[config.mk]
export PLATFORM = sky130hd
export DESIGN_NAME = bitu_top
export DESIGN_NICKNAME = d
export VERILOG_FILES = /design/src/rtl/bitu_pkg.sv /design/src/rtl/bitu_addr_map.sv /design/src/rtl/bitu_core.sv /design/src/rtl/bitu_top.sv
export SDC_FILE = /design/constraint.sdc
export NUM_CORES = 1
export LEC_CHECK = 0
export ABC_AREA = 1
export BUFFER_PORTS_ARGS = -buffer_cell sky130_fd_sc_hd__buf_4
export CAP_MARGIN = 25
export CORE_MARGIN = 3
export CORE_UTILIZATION = 25
export CTS_BUF_LIST = sky130_fd_sc_hd__clkbuf_8
export CTS_CLUSTER_SIZE = 40
export DETAILED_ROUTE_END_ITERATION = 10
export PLACE_DENSITY = 0.42
export SLEW_MARGIN = 20
export SYNTH_ARGS = -nofsm -noshare
export SYNTH_HDL_FRONTEND = slang
export SYNTH_HIERARCHICAL = 1
export SYNTH_SLANG_ARGS = --single-unit
export TNS_END_PERCENT = 20
[constraint.sdc]
create_clock -name clk_i -period 0.8 [get_ports clk_i]
set_clock_uncertainty 0.15 [all_clocks]
set_input_delay 0 -clock clk_i [delete_from_list [all_inputs] [get_ports clk_i]]
set_output_delay 0 -clock clk_i [all_outputs]
set_load 0.01 [all_outputs]
[src/rtl/bitu_pkg.sv]
package bitu_pkg;
  localparam int BIT_ADDR_W = 8;
  localparam int DATA_W     = 8;
  localparam int OP_W       = 4;

  typedef enum logic [OP_W-1:0] {
    OP_SETB    = 4'd0,
    OP_CLRB    = 4'd1,
    OP_CPLB    = 4'd2,
    OP_STC     = 4'd3,
    OP_LDC     = 4'd4,
    OP_ANDC    = 4'd5,
    OP_ANDNC   = 4'd6,
    OP_ORC     = 4'd7,
    OP_ORNC    = 4'd8,
    OP_XORC    = 4'd9,
    OP_XORNC   = 4'd10,
    OP_JSET    = 4'd11,
    OP_JCLR    = 4'd12,
    OP_JSETCLR = 4'd13,
    OP_RSV0    = 4'd14,
    OP_RSV1    = 4'd15
  } bit_op_e;
endpackage

[src/rtl/bitu_addr_map.sv]
module bitu_addr_map #(
  parameter int               ADDR_W   = 8,
  parameter int               DATA_W   = 8,
  parameter logic [ADDR_W-1:0] RAM_BASE = 8'h20,
  localparam int              POS_W    = $clog2(DATA_W)
) (
  input  logic              clk_i,
  input  logic              rst_ni,
  input  logic [ADDR_W-1:0] bit_addr_i,
  output logic [ADDR_W-1:0] byte_addr_o,
  output logic              sfr_sel_o,
  output logic [POS_W-1:0]  bit_pos_o
);
  logic [ADDR_W-1:0] ram_byte, sfr_byte;

  assign sfr_sel_o = bit_addr_i[ADDR_W-1];
  assign bit_pos_o = bit_addr_i[POS_W-1:0];
  assign ram_byte  = RAM_BASE + {{(POS_W+1){1'b0}}, bit_addr_i[ADDR_W-2:POS_W]};
  assign sfr_byte  = {bit_addr_i[ADDR_W-1:POS_W], {POS_W{1'b0}}};
  assign byte_addr_o = sfr_sel_o ? sfr_byte : ram_byte;

  AST_SFR_ALIGNED: assert property (@(posedge clk_i) disable iff (!rst_ni)
    sfr_sel_o |-> (byte_addr_o[POS_W-1:0] == '0));
  AST_RAM_WINDOW: assert property (@(posedge clk_i) disable iff (!rst_ni)
    !sfr_sel_o |-> (byte_addr_o >= RAM_BASE && byte_addr_o < RAM_BASE + ADDR_W'(16)));
endmodule

[src/rtl/bitu_core.sv]
module bitu_core
  import bitu_pkg::*;
#(
  parameter int DATA_W = 8,
  localparam int POS_W = $clog2(DATA_W)
) (
  input  logic              clk_i,
  input  logic              rst_ni,
  input  logic [OP_W-1:0]   op_i,
  input  logic [POS_W-1:0]  bit_pos_i,
  input  logic [DATA_W-1:0] rdata_i,
  input  logic              carry_i,
  output logic [DATA_W-1:0] wdata_o,
  output logic              we_o,
  output logic              carry_o,
  output logic              taken_o
);
  bit_op_e op;
  logic    bit_val, new_bit;

  assign op      = bit_op_e'(op_i);
  assign bit_val = rdata_i[bit_pos_i];

  always_comb begin
    new_bit = bit_val;
    we_o    = 1'b0;
    carry_o = carry_i;
    taken_o = 1'b0;
    unique case (op)
      OP_SETB:    begin new_bit = 1'b1;     we_o = 1'b1; end
      OP_CLRB:    begin new_bit = 1'b0;     we_o = 1'b1; end
      OP_CPLB:    begin new_bit = ~bit_val; we_o = 1'b1; end
      OP_STC:     begin new_bit = carry_i;  we_o = 1'b1; end
      OP_LDC:     carry_o = bit_val;
      OP_ANDC:    carry_o = carry_i & bit_val;
      OP_ANDNC:   carry_o = carry_i & ~bit_val;
      OP_ORC:     carry_o = carry_i | bit_val;
      OP_ORNC:    carry_o = carry_i | ~bit_val;
      OP_XORC:    carry_o = carry_i ^ bit_val;
      OP_XORNC:   carry_o = carry_i ^ ~bit_val;
      OP_JSET:    taken_o = bit_val;
      OP_JCLR:    taken_o = ~bit_val;
      OP_JSETCLR: begin taken_o = bit_val; we_o = bit_val; new_bit = 1'b0; end
      default:    ;
    endcase
  end

  // One write lane per bit: only the addressed lane takes the new value
  for (genvar i = 0; i < DATA_W; i++) begin : g_lane
    assign wdata_o[i] = (bit_pos_i == POS_W'(i)) ? new_bit : rdata_i[i];
  end

  AST_SINGLE_BIT_WRITE: assert property (@(posedge clk_i) disable iff (!rst_ni)
    we_o |-> ($countones(wdata_o ^ rdata_i) <= 1));
  AST_JUMP_NO_WRITE: assert property (@(posedge clk_i) disable iff (!rst_ni)
    (op_i == OP_JSET || op_i == OP_JCLR) |-> !we_o);
  AST_JSETCLR_CLEARS: assert property (@(posedge clk_i) disable iff (!rst_ni)
    (op_i == OP_JSETCLR && we_o) |-> (taken_o && wdata_o[bit_pos_i] == 1'b0));
  AST_CARRY_OP_NO_WRITE: assert property (@(posedge clk_i) disable iff (!rst_ni)
    (op_i >= OP_LDC && op_i <= OP_XORNC) |-> (!we_o && !taken_o));
  AST_RSV_INERT: assert property (@(posedge clk_i) disable iff (!rst_ni)
    (op_i >= OP_RSV0) |-> (!we_o && !taken_o && carry_o == carry_i));
endmodule

[src/rtl/bitu_top.sv]
module bitu_top
  import bitu_pkg::*;
#(
  parameter int ADDR_W = BIT_ADDR_W,
  parameter int D_W    = DATA_W,
  localparam int POS_W = $clog2(D_W)
) (
  input  logic              clk_i,
  input  logic              rst_ni,
  input  logic [ADDR_W-1:0] bit_addr_i,
  input  logic [OP_W-1:0]   op_i,
  input  logic [D_W-1:0]    rdata_i,
  input  logic              carry_i,
  output logic [ADDR_W-1:0] byte_addr_o,
  output logic              sfr_sel_o,
  output logic [D_W-1:0]    wdata_o,
  output logic              we_o,
  output logic              carry_o,
  output logic              taken_o
);
  logic [ADDR_W-1:0] byte_addr_c;
  logic              sfr_sel_c, we_c, carry_c, taken_c;
  logic [POS_W-1:0]  bit_pos_c;
  logic [D_W-1:0]    wdata_c;

  bitu_addr_map #(.ADDR_W(ADDR_W), .DATA_W(D_W)) u_map (
    .clk_i      (clk_i),
    .rst_ni     (rst_ni),
    .bit_addr_i (bit_addr_i),
    .byte_addr_o(byte_addr_c),
    .sfr_sel_o  (sfr_sel_c),
    .bit_pos_o  (bit_pos_c)
  );

  bitu_core #(.DATA_W(D_W)) u_core (
    .clk_i    (clk_i),
    .rst_ni   (rst_ni),
    .op_i     (op_i),
    .bit_pos_i(bit_pos_c),
    .rdata_i  (rdata_i),
    .carry_i  (carry_i),
    .wdata_o  (wdata_c),
    .we_o     (we_c),
    .carry_o  (carry_c),
    .taken_o  (taken_c)
  );

  always_ff @(posedge clk_i or negedge rst_ni) begin
    if (!rst_ni) begin
      byte_addr_o <= '0;
      sfr_sel_o   <= 1'b0;
      wdata_o     <= '0;
      we_o        <= 1'b0;
      carry_o     <= 1'b0;
      taken_o     <= 1'b0;
    end else begin
      byte_addr_o <= byte_addr_c;
      sfr_sel_o   <= sfr_sel_c;
      wdata_o     <= wdata_c;
      we_o        <= we_c;
      carry_o     <= carry_c;
      taken_o     <= taken_c;
    end
  end

  AST_WE_TAKEN_SAME_CYCLE: assert property (@(posedge clk_i) disable iff (!rst_ni)
    we_c |=> we_o);
endmodule

==> flow_metrics.py <==
metrics = {
    "run_status": {
        "outcome": "finished with violations",
        "violations": "negative hold slack, negative setup slack",
    },
    "cts": {
        "h-tree-depth": 1,
        "cts.clk_slew.worst_paths_ns": 0.07,
        "cts.path.max_buffers": 2,
        "cts_tree": "built",
        "cts.sinks": 20,
        "numCtsBuffers": 3,
        "cts_hold_buf": 5,
        "cts-root-buf": "clkbuf_8",
    },
    "worst_setup_path": {
        "cp_slowest_cell": "dfrtp_1",
        "critical_path_buf_inv_count": 1,
        "path_delay_family": "flip-flops",
        "end_kind": "output pin",
        "crit_fanout": 1,
        "criticalPathCategory": "flop to output pin",
        "path_cells": "buf_6",
        "cp_data_arrival_time_ns": 0.77,
        "slowest_delay_ns": 0.39,
        "startpoint_type": "flop",
        "cp.required_ns": 0.65,
    },
    "synth": {
        "syn_area_mm2": 0.00113,
        "syn_nets": 164,
        "avgSynthCellArea_um2": 8.02,
        "synth_seq_cells": 20,
        "syn-instance-count": 141,
        "yosys.area_share.simple_pct": 34.0,
        "ys_types": 20,
        "synthMuxAreaShare_pct": 0,
        "synth_compound_area_share_pct": 9.85,
        "ys_warn_count": 6,
        "synth_top_family_by_area": "simple AND/OR/NAND/NOR gates",
        "synth-xor-area-share_pct": 0,
        "synth_fa_ha_area_share_pct": 0,
        "yosysSeqAreaShare_pct": 44.2,
    },
    "timing": {
        "fin_crit_ns": 0.915,
        "worst_pin_slew_ns": 0.252,
        "min_period_over_period_pct": 114,
        "setup_ws_ns": -0.115,
        "hold_ws_ns": -0.207,
        "max_freq_ghz": 1.09,
        "hold_violations": 19,
        "setup-violations-final": 29,
        "slew_headroom_pct": 83.2,
        "rsz0062_at_grt": "yes",
        "slew_viol_final": 0,
    },
    "placement": {
        "gp_congestion": 0.899,
        "portBuffers": 42,
        "dpl_cell_area_mm2": 0.00164,
        "detailed_place_hpwl_mm": 2.24,
    },
    "grt": {
        "grt_pass1_vias": 1037,
        "grt_pass1_wl_mm": 4.67,
        "grt_max_degree": 21,
        "track_usage_pct": 11.3,
        "antenna_found_initial": 0,
        "gr-total-overflow": 0,
    },
    "routing": {
        "drt_wl_total_mm": 2.86,
        "vias_per_cell": 4.20,
        "firstDrtPassIters": 4,
        "ant_nets": 0,
        "dr_total_vias": 1104,
        "routedWlPerCell_um": 10.9,
        "drt_iter0_drc": 50,
        "drcViolationCount": 0,
    },
    "layout": {
        "drive_above_1_share_pct": 52.1,
        "antenna_cells": 0,
        "syn2layout_area_growth_pct": 67.3,
        "final_area_mm2": 0.00189,
        "fillCellCount": 409,
        "nets": 238,
    },
    "die": {
        "core_area_mm2": 0.00417,
        "die_area_mm2": 0.00537,
        "fp.dieH_um": 73.3,
        "start_util_pct": 27.1,
        "pin_count": 43,
        "rows": 23,
        "chipWidth_um": 73.3,
    },
    "worst_hold_path": {
        "min_path_type": "input port to flop",
    },
    "power_and_ir_drop": {
        "p_per_area_mw_per_mm2": 1350,
        "cellLeakagePower_nw": 1.02,
        "ir_drop_mv": 0.495,
    },
    "run": {
        "drv_cap": 0,
    },
}
-- placed cells by master, fill, tap and decap left out --
master | netlist | final
a211oi_2 | 0 | 1
a21oi_1 | 2 | 2
buf_12 | 0 | 1
buf_4 | 5 | 49
buf_6 | 2 | 21
clkbuf_8 | 0 | 3
dfrtp_1 | 20 | 20
dlygate4sd3_1 | 0 | 4
dlymetal6s4s_1 | 0 | 1
inv_1 | 13 | 12
inv_2 | 3 | 5
inv_8 | 1 | 1
nand2_1 | 45 | 41
nand2_2 | 8 | 12
nand2_4 | 2 | 2
nand3_1 | 14 | 12
nand3_2 | 1 | 3
nand3_4 | 1 | 1
nor2_1 | 7 | 6
nor2_2 | 2 | 2
nor2_4 | 0 | 1
o21ai_0 | 3 | 1
o21ai_1 | 0 | 2
o21ai_2 | 9 | 8
o21ai_4 | 0 | 1
or2_1 | 1 | 1
-- area by class of cell --
cell class / count / area, um2 / share of cell area [%]
timing repair buffer: 76 / 677 / 35.8
multi-input combinational: 96 / 536 / 28.3
sequential: 20 / 500 / 26.5
inverter: 18 / 75.1 / 3.97
tap: 50 / 62.6 / 3.31
clock buffer: 3 / 41.3 / 2.18
-- routing by layer --
layer	part of all wire, %	vias up	track usage (%)
li1	-	579	-
met1	44	492	14.7
met2	50	31	18.3
met3	5.4	2	1.37
met4	1.0	0	5.53
met5	0	-	0
-- flip-flops by register name, summed over array words and instances (netlist names) --
name         count
byte_addr_o      8
taken_o          1
wdata_o          8
we_o             1
sfr_sel_o        1
carry_o          1
-- power by group --
part           leakage (nW)  switching (W)  internal, W
Combinational         0.753       0.000378     0.000434
Sequential            0.242      0.0000345      0.00108
Clock                0.0216       0.000293     0.000334
-- repair_timing --
action,CTS,global route
gates resized for setup,26,12
buffers inserted,3,1
hold endpoints to repair,39,17
setup endpoints to repair,31,34
pin swaps,5,9
-- path summary, 6_finish.rpt --
| kind | startpoint | slack, ns | to | cells after the start |
|---|---|---|---|---|
| min in group asynchronous | rst_ni | 0.01 | byte_addr_o[2] | 2 |
| setup / recovery | wdata_o[1] | -0.12 | wdata_o[1] | 1 |
| max in group asynchronous | rst_ni | 0.29 | wdata_o[7] | 2 |
| hold / removal | bit_addr_i[7] | -0.21 | sfr_sel_o | 1 |
-- stage by stage --
step	cells	setup WS [ns]	total power [W]	utilization, %	TNS (ns)
floorplan	141	-0.395	0.00146	-	-3.91
global placement	251	-0.401	0.00182	39.4	-4.03
detailed placement	251	-0.408	0.00183	39.4	-4.21
CTS	262	-0.122	0.00257	44.5	-3.02
global route	263	-0.189	0.00272	45.3	-4.04
finish	263	-0.115	0.00256	45.3	-2.72
-- cell usage after synthesis (all sizes together) --
cell | count | area (um2)
clkinv | 1 | 3.75
or2 | 1 | 6.26
inv | 17 | 71.3
nand2 | 55 | 241
o21ai | 12 | 93.8
dfrtp | 20 | 500
nand3 | 16 | 97.6
a211oi | 1 | 7.51
nor2 | 9 | 38.8
a21oi | 2 | 10.0
buf | 7 | 60.1
-- cell families (layout without fill, tap and decap cells) --
family,Yosys count,in the layout
AO/OA/AOI/OAI,15,15
buffers and inverters,25,97
AND/OR/NAND/NOR,81,81
flip-flops,20,20
(Power assumes the default switching activity.)
